### config.mk
export PLATFORM = sky130hd
export DESIGN_NAME = pgwr_commit
export DESIGN_NICKNAME = d
export VERILOG_FILES = /design/src/rtl/pgwr_pkg.sv /design/src/rtl/pgwr_control.sv /design/src/rtl/pgwr_datapath.sv /design/src/rtl/pgwr_commit.sv
export SDC_FILE = /design/constraint.sdc
export NUM_CORES = 1
export LEC_CHECK = 0
export BUFFER_PORTS_ARGS = -buffer_cell sky130_fd_sc_hd__buf_2
export CAP_MARGIN = 40
export CELL_PAD_IN_SITES_DETAIL_PLACEMENT = 1
export CELL_PAD_IN_SITES_GLOBAL_PLACEMENT = 1
export CORE_MARGIN = 2
export CORE_UTILIZATION = 40
export CTS_BUF_LIST = sky130_fd_sc_hd__clkbuf_4 sky130_fd_sc_hd__clkbuf_8
export CTS_CLUSTER_DIAMETER = 80
export CTS_CLUSTER_SIZE = 24
export DETAILED_ROUTE_END_ITERATION = 8
export GPL_ROUTABILITY_DRIVEN = 0
export PLACE_DENSITY_LB_ADDON = 0.08
export SYNTH_ARGS = -nofsm -noshare
export SYNTH_HDL_FRONTEND = slang
export SYNTH_SLANG_ARGS = --single-unit
### constraint.sdc
create_clock -name clk -period 5.2 [get_ports clk]
set_input_delay 0.52 -clock clk [delete_from_list [all_inputs] [get_ports clk]]
set_output_delay 0.52 -clock clk [all_outputs]
set_load 0.1 [all_outputs]
### src/rtl/pgwr_pkg.sv
package pgwr_pkg;

  // Strobes from the control FSM to the page datapath.
  typedef struct packed {
    logic loadAddr;   // take startAddr into the pointer
    logic storeByte;  // stage byteData at the pointer, then step it
    logic clearMask;  // forget every staged byte
    logic startScan;  // begin the offset walk that writes the array
  } pgwr_ctrl_t;

  typedef enum logic [1:0] {
    ST_IDLE = 2'd0,
    ST_LOAD = 2'd1,
    ST_BUSY = 2'd2
  } pgwr_state_e;

endpackage

### src/rtl/pgwr_control.sv
module pgwr_control
  import pgwr_pkg::*;
#(
  parameter int PAGE_BYTES  = 128,
  parameter int BUSY_CYCLES = 300000
) (
  input  logic       clk,
  input  logic       rstN,
  input  logic       cmdStart,
  input  logic       byteWr,
  input  logic       stopStrb,
  input  logic       cmdAbort,
  input  logic       wpIn,
  input  logic       anyLoaded,
  output pgwr_ctrl_t ctrl,
  output logic       busy
);

  // The walk over the page must finish inside the busy window.
  localparam int HOLD_CYC = (BUSY_CYCLES > PAGE_BYTES) ? BUSY_CYCLES : PAGE_BYTES;
  localparam int CNT_W    = $clog2(HOLD_CYC + 1);

  pgwr_state_e state, stateNxt;
  logic [CNT_W-1:0] holdCnt;

  always_comb begin
    ctrl     = '0;
    stateNxt = state;
    unique case (state)
      ST_IDLE: begin
        if (cmdStart) begin
          ctrl.loadAddr  = 1'b1;
          ctrl.clearMask = 1'b1;
          stateNxt       = ST_LOAD;
        end
      end
      ST_LOAD: begin
        if (stopStrb) begin
          // Write protect is looked at here and nowhere else.
          if (!wpIn && anyLoaded) begin
            ctrl.startScan = 1'b1;
            stateNxt       = ST_BUSY;
          end else begin
            ctrl.clearMask = 1'b1;
            stateNxt       = ST_IDLE;
          end
        end else if (cmdAbort) begin
          ctrl.clearMask = 1'b1;
          stateNxt       = ST_IDLE;
        end else if (cmdStart) begin
          ctrl.loadAddr  = 1'b1;
          ctrl.clearMask = 1'b1;
        end else if (byteWr) begin
          ctrl.storeByte = 1'b1;
        end
      end
      ST_BUSY: begin
        if (holdCnt == '0) begin
          ctrl.clearMask = 1'b1;
          stateNxt       = ST_IDLE;
        end
      end
      default: stateNxt = ST_IDLE;
    endcase
  end

  always_ff @(posedge clk) begin
    if (!rstN) begin
      state   <= ST_IDLE;
      holdCnt <= '0;
    end else begin
      state <= stateNxt;
      if (ctrl.startScan) begin
        holdCnt <= CNT_W'(HOLD_CYC - 1);
      end else if (state == ST_BUSY && holdCnt != '0) begin
        holdCnt <= holdCnt - 1'b1;
      end
    end
  end

  assign busy = (state == ST_BUSY);

endmodule

### src/rtl/pgwr_datapath.sv
module pgwr_datapath
  import pgwr_pkg::*;
#(
  parameter int ADDR_W     = 17,
  parameter int PAGE_BYTES = 128
) (
  input  logic              clk,
  input  logic              rstN,
  input  pgwr_ctrl_t        ctrl,
  input  logic [ADDR_W-1:0] startAddr,
  input  logic [7:0]        byteData,
  output logic [ADDR_W-1:0] ptrOut,
  output logic              anyLoaded,
  output logic              arrWe,
  output logic [ADDR_W-1:0] arrAddr,
  output logic [7:0]        arrData
);

  localparam int OFS_W  = $clog2(PAGE_BYTES);
  localparam int PAGE_W = ADDR_W - OFS_W;
  localparam logic [OFS_W-1:0] LAST_OFS = OFS_W'(PAGE_BYTES - 1);

  logic [ADDR_W-1:0]     ptr;
  logic [7:0]            pageMem [PAGE_BYTES];
  logic [PAGE_BYTES-1:0] loaded;
  logic [OFS_W-1:0]      scanOfs;
  logic                  scanOn;

  logic [OFS_W-1:0]  wrOfs;
  logic [PAGE_W-1:0] pageBase;

  assign wrOfs    = ptr[OFS_W-1:0];
  assign pageBase = ptr[ADDR_W-1:OFS_W];

  // Pointer: only the in-page offset moves on a data byte.
  always_ff @(posedge clk) begin
    if (!rstN) begin
      ptr <= '0;
    end else if (ctrl.loadAddr) begin
      ptr <= startAddr;
    end else if (ctrl.storeByte) begin
      ptr <= {pageBase, wrOfs + OFS_W'(1)};
    end
  end

  // Staging storage, no reset needed: the mask qualifies every entry.
  always_ff @(posedge clk) begin
    if (ctrl.storeByte) begin
      pageMem[wrOfs] <= byteData;
    end
  end

  always_ff @(posedge clk) begin
    if (!rstN) begin
      loaded <= '0;
    end else if (ctrl.clearMask) begin
      loaded <= '0;
    end else if (ctrl.storeByte) begin
      loaded[wrOfs] <= 1'b1;
    end
  end

  // One pass over every offset, lowest first.
  always_ff @(posedge clk) begin
    if (!rstN) begin
      scanOn  <= 1'b0;
      scanOfs <= '0;
    end else if (ctrl.startScan) begin
      scanOn  <= 1'b1;
      scanOfs <= '0;
    end else if (scanOn) begin
      scanOfs <= scanOfs + OFS_W'(1);
      if (scanOfs == LAST_OFS) begin
        scanOn <= 1'b0;
      end
    end
  end

  assign anyLoaded = |loaded;
  assign ptrOut    = ptr;
  assign arrWe     = scanOn & loaded[scanOfs];
  assign arrAddr   = {pageBase, scanOfs};
  assign arrData   = pageMem[scanOfs];

endmodule

### src/rtl/pgwr_commit.sv
module pgwr_commit
  import pgwr_pkg::*;
#(
  parameter int ADDR_W      = 17,
  parameter int PAGE_BYTES  = 128,
  parameter int BUSY_CYCLES = 300000
) (
  input  logic              clk,
  input  logic              rstN,
  input  logic              cmdStart,
  input  logic [ADDR_W-1:0] startAddr,
  input  logic              byteWr,
  input  logic [7:0]        byteData,
  input  logic              stopStrb,
  input  logic              cmdAbort,
  input  logic              wpIn,
  output logic              busy,
  output logic [ADDR_W-1:0] ptrOut,
  output logic              arrWe,
  output logic [ADDR_W-1:0] arrAddr,
  output logic [7:0]        arrData
);

  pgwr_ctrl_t ctrl;
  logic       anyLoaded;

  pgwr_control #(
    .PAGE_BYTES (PAGE_BYTES),
    .BUSY_CYCLES(BUSY_CYCLES)
  ) u_ctrl (
    .clk      (clk),
    .rstN     (rstN),
    .cmdStart (cmdStart),
    .byteWr   (byteWr),
    .stopStrb (stopStrb),
    .cmdAbort (cmdAbort),
    .wpIn     (wpIn),
    .anyLoaded(anyLoaded),
    .ctrl     (ctrl),
    .busy     (busy)
  );

  pgwr_datapath #(
    .ADDR_W    (ADDR_W),
    .PAGE_BYTES(PAGE_BYTES)
  ) u_dp (
    .clk      (clk),
    .rstN     (rstN),
    .ctrl     (ctrl),
    .startAddr(startAddr),
    .byteData (byteData),
    .ptrOut   (ptrOut),
    .anyLoaded(anyLoaded),
    .arrWe    (arrWe),
    .arrAddr  (arrAddr),
    .arrData  (arrData)
  );

endmodule

==> impl_metrics.ini, run 1 <==
[sta]
hold_viol = 0
final-setup-viol-count = 0
fin_crit_sh = 0.9673
relSlewSlack = 0.3863
tns_ps = 0
max_slew.worst_pin.slew_ps = 920.6
slew_viol_final = 0
clock_skew_ps = 36.39
grt_setup_unrepaired = false
fmax_mhz = 198.8
min_period_ps = 5030

[setup_path]
reg2reg_to = u_dp.loaded[105]
required_ps = 4680
crit_path_end_kind = output port
crit_type = reg2out
ff2ff_setup_slack_ps = 1250
arrival_ps = 4510
reg2regPathDepth = 8
critPathCapture = arrData[0]
regToRegStartpoint = u_dp.loaded[16]
startpoint_type = register
cp_max_fo = 47

[route]
drt-initial-drc-count = 2157
ant_nets = 0
drc = 0
drtPass1Iterations = 5
num_vias = 24750
wl_per_cell_um = 30.39
via_per_inst = 5.761
routed_wl_um = 130600

[yosys]
syn_inst = 2525
syn_area_sq_um = 46730
synth-main-ff-cell = edfxtp_1
ys_seq_area_frac = 0.7356
syn_avg_cell_area_sq_um = 18.51
synth_nets = 2561
async_reset_ff_frac = 0
synth_edf_count = 1024
synth.area.top_cells = edfxtp_1 66%, mux4_2 13%, dfxtp_1 7.8%
yosysTopAreaCell = edfxtp_1
yosysUniqueCellTypes = 54
synth-warning-count = 0
yosys.area.top_type_share = 0.6581
ys_ff_latch = 1205

[grt]
use_met1 = 0.3115
grt_max_degree = 84
antenna_found_initial = 4
grt-busiest-layer = met2
gr-usage-met2 = 0.3612
first_global_vias = 26270
grt_usage = 0.2184
grt.met3_usage = 0.02420
grt-ovfl-total = 0
grt_pass1_wl_um = 190700

[layout]
multi_input_area_sq_um = 11580
num-nets-final = 2756
final_layout_size_suffix_gt1_frac = 0.2456
area_growth_pct = 10.47
nFillCells = 10950
seqCellArea_sq_um = 34380
final_util = 0.4448

[clock_network]
clk_transition_reported_paths_ps = 150
root_buffer = clkbuf_8
clock_latency_ps = 820
tritoncts = done
htreeDepth = 2
clk_path_buf_depth = 3
numClockSinks = 1205
cts_buffers = 59

[hold_path]
hold_class = in2reg

[pwr]
p_leak_nw = 15.89
ir_worst_vdd_mv = 0.2465
powerDensity_nw_per_um2 = 298.1

[floorplan]
rows = 125
die_y_um = 345.8
die_area_sq_um = 119600
die_w_um = 345.8
initial_core_util = 0.4027
io_pins = 76
core_area_sq_um = 116000

[run_status]
outcome = completed

[place]
place_hpwl_um = 85700
io_buffers = 75

[run]
maxCapViolCount = 0
==> cell usage after synthesis (8+ instances only) <==
master	instances
a21oi_1	42
nor2b_1	14
clkbuf_1	69
edfxtp_1	1024
buf_1	19
nor4_1	38
nand2_1	75
o21ai_0	14
buf_4	15
xnor2_1	16
mux4_2	267
nand4_1	14
a22o_1	16
nor2_1	181
a221oi_1	9
dfxtp_1	181
a31oi_1	20
nor3_1	27
buf_2	48
mux2i_1	52
o21a_1	136
a22oi_1	99
o211ai_1	25
nand3_1	35
buf_6	12
xor2_1	8
inv_1	9
==> through the flow <==
step | power [mW] | cells | worst slack, ps | instance area [sq um] | hold slack (ps)
2_1_floorplan | 10.89 | 2525 | 763.9 | 46730 | 449.9
3_3_place_gp | 11.10 | 4037 | 405.4 | 48950 | 454.8
3_5_place_dp | 11.12 | 4159 | 482.6 | 50030 | 465.9
4_1_cts | 15.55 | 4293 | 5.223 | 51600 | 6.200
5_1_grt | 15.83 | 4295 | 20.58 | 51620 | 83.76
6_report | 15.39 | 4296 | 170.0 | 51620 | 105.2
==> registers in the layout, indices dropped and copies added, names as in the netlist, named ones only <==
signal	cells
u_dp.scanOn	1
u_dp.scanOfs	7
u_dp.pageMem	1024
u_ctrl.holdCnt	19
u_dp.loaded	128
u_dp.ptrOut	17
u_ctrl.state	2
==> report_power, final <==
part	leakage [nW]	switching [mW]	internal, mW
registers	10.7	0.0166	10.5
clock network	0.691	2.96	1.52
logic	4.54	0.358	0.0720
total	15.9	3.33	12.1
==> repair_timing <==
action                                 4_1_cts  5_1_grt
gates resized for setup                      5        3
hold buffers                                21        0
endpoints found under the hold margin       35        0
setup endpoints to repair                    6        2
gates cloned                                 0        0
setup buffers                                3        0
==> cell usage in the layout, fill, tap and decap left out, drive strengths merged, types with 16 or more instances in the layout <==
cell	count
xnor2	16
a22oi	99
mux2i	52
a22o	16
mux4	267
clkbuf	98
a31oi	20
dlygate4sd3	21
o21a	136
dfxtp	181
buf	274
nor4	38
nand2	76
edfxtp	1024
nand3	35
nor2	181
o211ai	25
nor3	28
a21oi	42
==> final cells by class <==
class,instances,share of cell area
multi-input cells,1147,0.2244
clock buffers,97,0.02162
repair buffers,297,0.04666
inverters,10,0.0007271
diodes,3,0.0001454
well taps,1524,0.03694
flip-flops and latches,1205,0.6661
clock inverters,13,0.003418
==> per-layer routing <==
layer  up-vias  wire (um)
li1      10560          -
met3       121       5571
met2       540      63510
met1     13530      58470
met5         -          0
met4         0       3005
==> cells by family after synthesis <==
kind of cell	after synthesis	synth area share
fa+ha+maj	4	0.001071
compound gates	379	0.05845
flops	1205	0.7356
mux	324	0.1410
simple gates	416	0.04102
buf+inv	173	0.01832
xor+xnor	24	0.004498
==> worst min path at each step <==
stage / from / cells past startpoint / to / slack, ps
6_report: cmdAbort / 4 / u_ctrl.state[0] / 110
5_1_grt: byteData[4] / 1 / u_dp.pageMem[75][4] / 80
4_1_cts: cmdAbort / 4 / u_ctrl.state[0] / 6
3_5_place_dp: u_dp.ptrOut[14] / 2 / u_dp.ptrOut[14] / 470
3_3_place_gp: u_dp.ptrOut[7] / 2 / u_dp.ptrOut[7] / 450
2_1_floorplan: u_ctrl.holdCnt[7] / 2 / u_ctrl.holdCnt[7] / 450
==> critical path, cell delays in order, from the launching register on <==
cell and delay (ps):
dfxtp_4 590, buf_12 350, buf_12 340, mux4_2 370, a22o_1 300, nor3_1 500, a31oi_1 180, a31oi_1 240
buf_4 180, a221oi_1 50, buf_4 190, buf_2 290
Power figures use the tool's default switching activity.
==> inputs of run 2 (changes only) <==
- CORE_UTILIZATION: 40 -> 61
==> impl_metrics.ini, run 2 (synthesis results as in run 1) <==
[pwr]
swShare = 0.2097
ir_worst_vdd_mv = 0.2816
powerDensity_nw_per_um2 = 298.8
sequentialPowerShare = 0.697
p_leak_nw = 15.55
p_switching_mw = 3.155
power_frac_clock = 0.276
combPwrFrac = 0.028
internal_power_mw = 11.89

[route]
drc = 0
wl_per_cell_um = 33.16
drtPass1Iterations = 6
num_vias = 25590
via_per_inst = 6.827
routed_wl_um = 124300
ant_nets = 0
drt-initial-drc-count = 3309

[sta]
tns_ps = 0
clock_skew_ps = 36.55
hold_viol = 0
max_slew.worst_pin.slew_ps = 965.9
final-setup-viol-count = 0
relSlewSlack = 0.3537
grt_setup_unrepaired = false
fin_crit_sh = 0.9515
fmax_mhz = 202.1
min_period_ps = 4948
slew_viol_final = 0

[clock_network]
clock_latency_ps = 770
tritoncts = done
clk_transition_reported_paths_ps = 150
root_buffer = clkbuf_8
htreeDepth = 2
cts_buffers = 57
clk_path_buf_depth = 3
numClockSinks = 1205

[grt]
grt_max_degree = 82
antenna_found_initial = 2
grt-ovfl-total = 0
grt_usage = 0.3215
grt_pass1_wl_um = 182300
first_global_vias = 26320

[floorplan]
core_area_sq_um = 75950
die_w_um = 280.8
die_y_um = 280.8
initial_core_util = 0.6152
io_pins = 76
rows = 101
die_area_sq_um = 78830

[layout]
reg.largest.list = u_dp.pageMem x1024, u_dp.loaded x128, u_ctrl.holdCnt x19
final_cell_area_sq_um = 50360
largest_reg_flops = 1024
area_growth_pct = 7.765
final_common_cell = edfxtp_1
max_flop_register = u_dp.pageMem
final_layout_size_suffix_gt1_frac = 0.2323
num-nets-final = 2707
final_cells = 3749
final_util = 0.6630
most-common-layout-cells = 1024 x edfxtp_1, 267 x mux4_2, 180 x nor2_1, 177 x dfxtp_1, 152 x buf_4

[place]
dp_cells = 3619
placed_area_sq_um = 48980
place_hpwl_um = 82160
io_buffers = 75

[setup_path]
crit_type = reg2out
cp_max_fo = 27
reg2regPathDepth = 9
crit_path_end_kind = output port
required_ps = 4680
arrival_ps = 4430
startpoint_type = register

[hold_path]
holdPathStages = 3
hold_class = in2reg

[run]
maxCapViolCount = 0

[run_status]
outcome = completed
==> run 2: changes by cell type in the layout (fill, tap and decap cells not counted), sizes merged <==
cell,delta
buf,-36
clkinv,-5
clkinvlp,-1
bufinv,-3
clkdlybuf4s18,-1
dlygate4sd3,-9
inv,+1
clkbuf,+1
==> run 2: timing repair <==
| action | in CTS | in global routing |
|---|---|---|
| endpoints found under the hold margin | 12 | 0 |
| hold buffers | 12 | 0 |
| buffers inserted | 0 | 0 |
| resized for setup | 0 | 0 |
==> run 2: final timing paths <==
path | from | to | slack (ps)
min reg2reg | u_dp.ptrOut[11] | u_dp.ptrOut[11] | 490
max | register | arrData[5] | 250
max reg2reg | u_dp.loaded[12] | u_dp.loaded[40] | 1410
min | startAddr[2] | u_dp.ptrOut[2] | 50
==> run 2: through the flow <==
stage / worst slack [ps] / power, mW / hold slack [ps]
finish: 252.0 / 15.04 / 50.07
global route: 7.900 / 15.39 / 29.63
CTS: 146.5 / 15.08 / 0.3061
detailed placement: 995.4 / 11.10 / 470.1
global placement: 823.5 / 11.07 / 452.2
floorplan: 763.9 / 10.89 / 449.9
==> run 2: per-layer routing <==
| layer | wire, um | track usage | up-vias |
|---|---|---|---|
| li1 | - | - | 10450 |
| met3 | 9203 | 0.04315 | 209 |
| met2 | 60040 | 0.5143 | 1234 |
| met1 | 50370 | 0.4662 | 13700 |
| met4 | 4683 | 0.1060 | 0 |
| met5 | 0 | 0 | - |
==> run 2: worst max-delay path, cell delays in order, from the launching register on <==
cell and delay, ps:
dfxtp_4 680, buf_12 290, buf_12 270, buf_12 260, mux4_2 550, a22oi_1 190, nand3_1 170, a31oi_1 570
a221oi_1 210, buf_2 360
==> run 2: power by group through the flow <==
stage / Combinational (mW) / Clock, mW / Sequential, mW
global placement: 0.375 / 0 / 10.7
detailed placement: 0.405 / 0 / 10.7
finish: 0.418 / 4.15 / 10.5
CTS: 0.410 / 4.19 / 10.5
global route: 0.434 / 4.47 / 10.5
floorplan: 0.134 / 0 / 10.8
==> run 2: area by class of cell <==
cell class              instances  area [sq um]
fillers                      6324         25590
well taps                    1030          1289
clock buffers                  99          1106
clock inverters                 5         48.80
repair buffers                250          1939
diodes                          3         7.507
inverters                      10         37.54
multi-input cells            1147         11540
flip-flops and latches       1205         34380
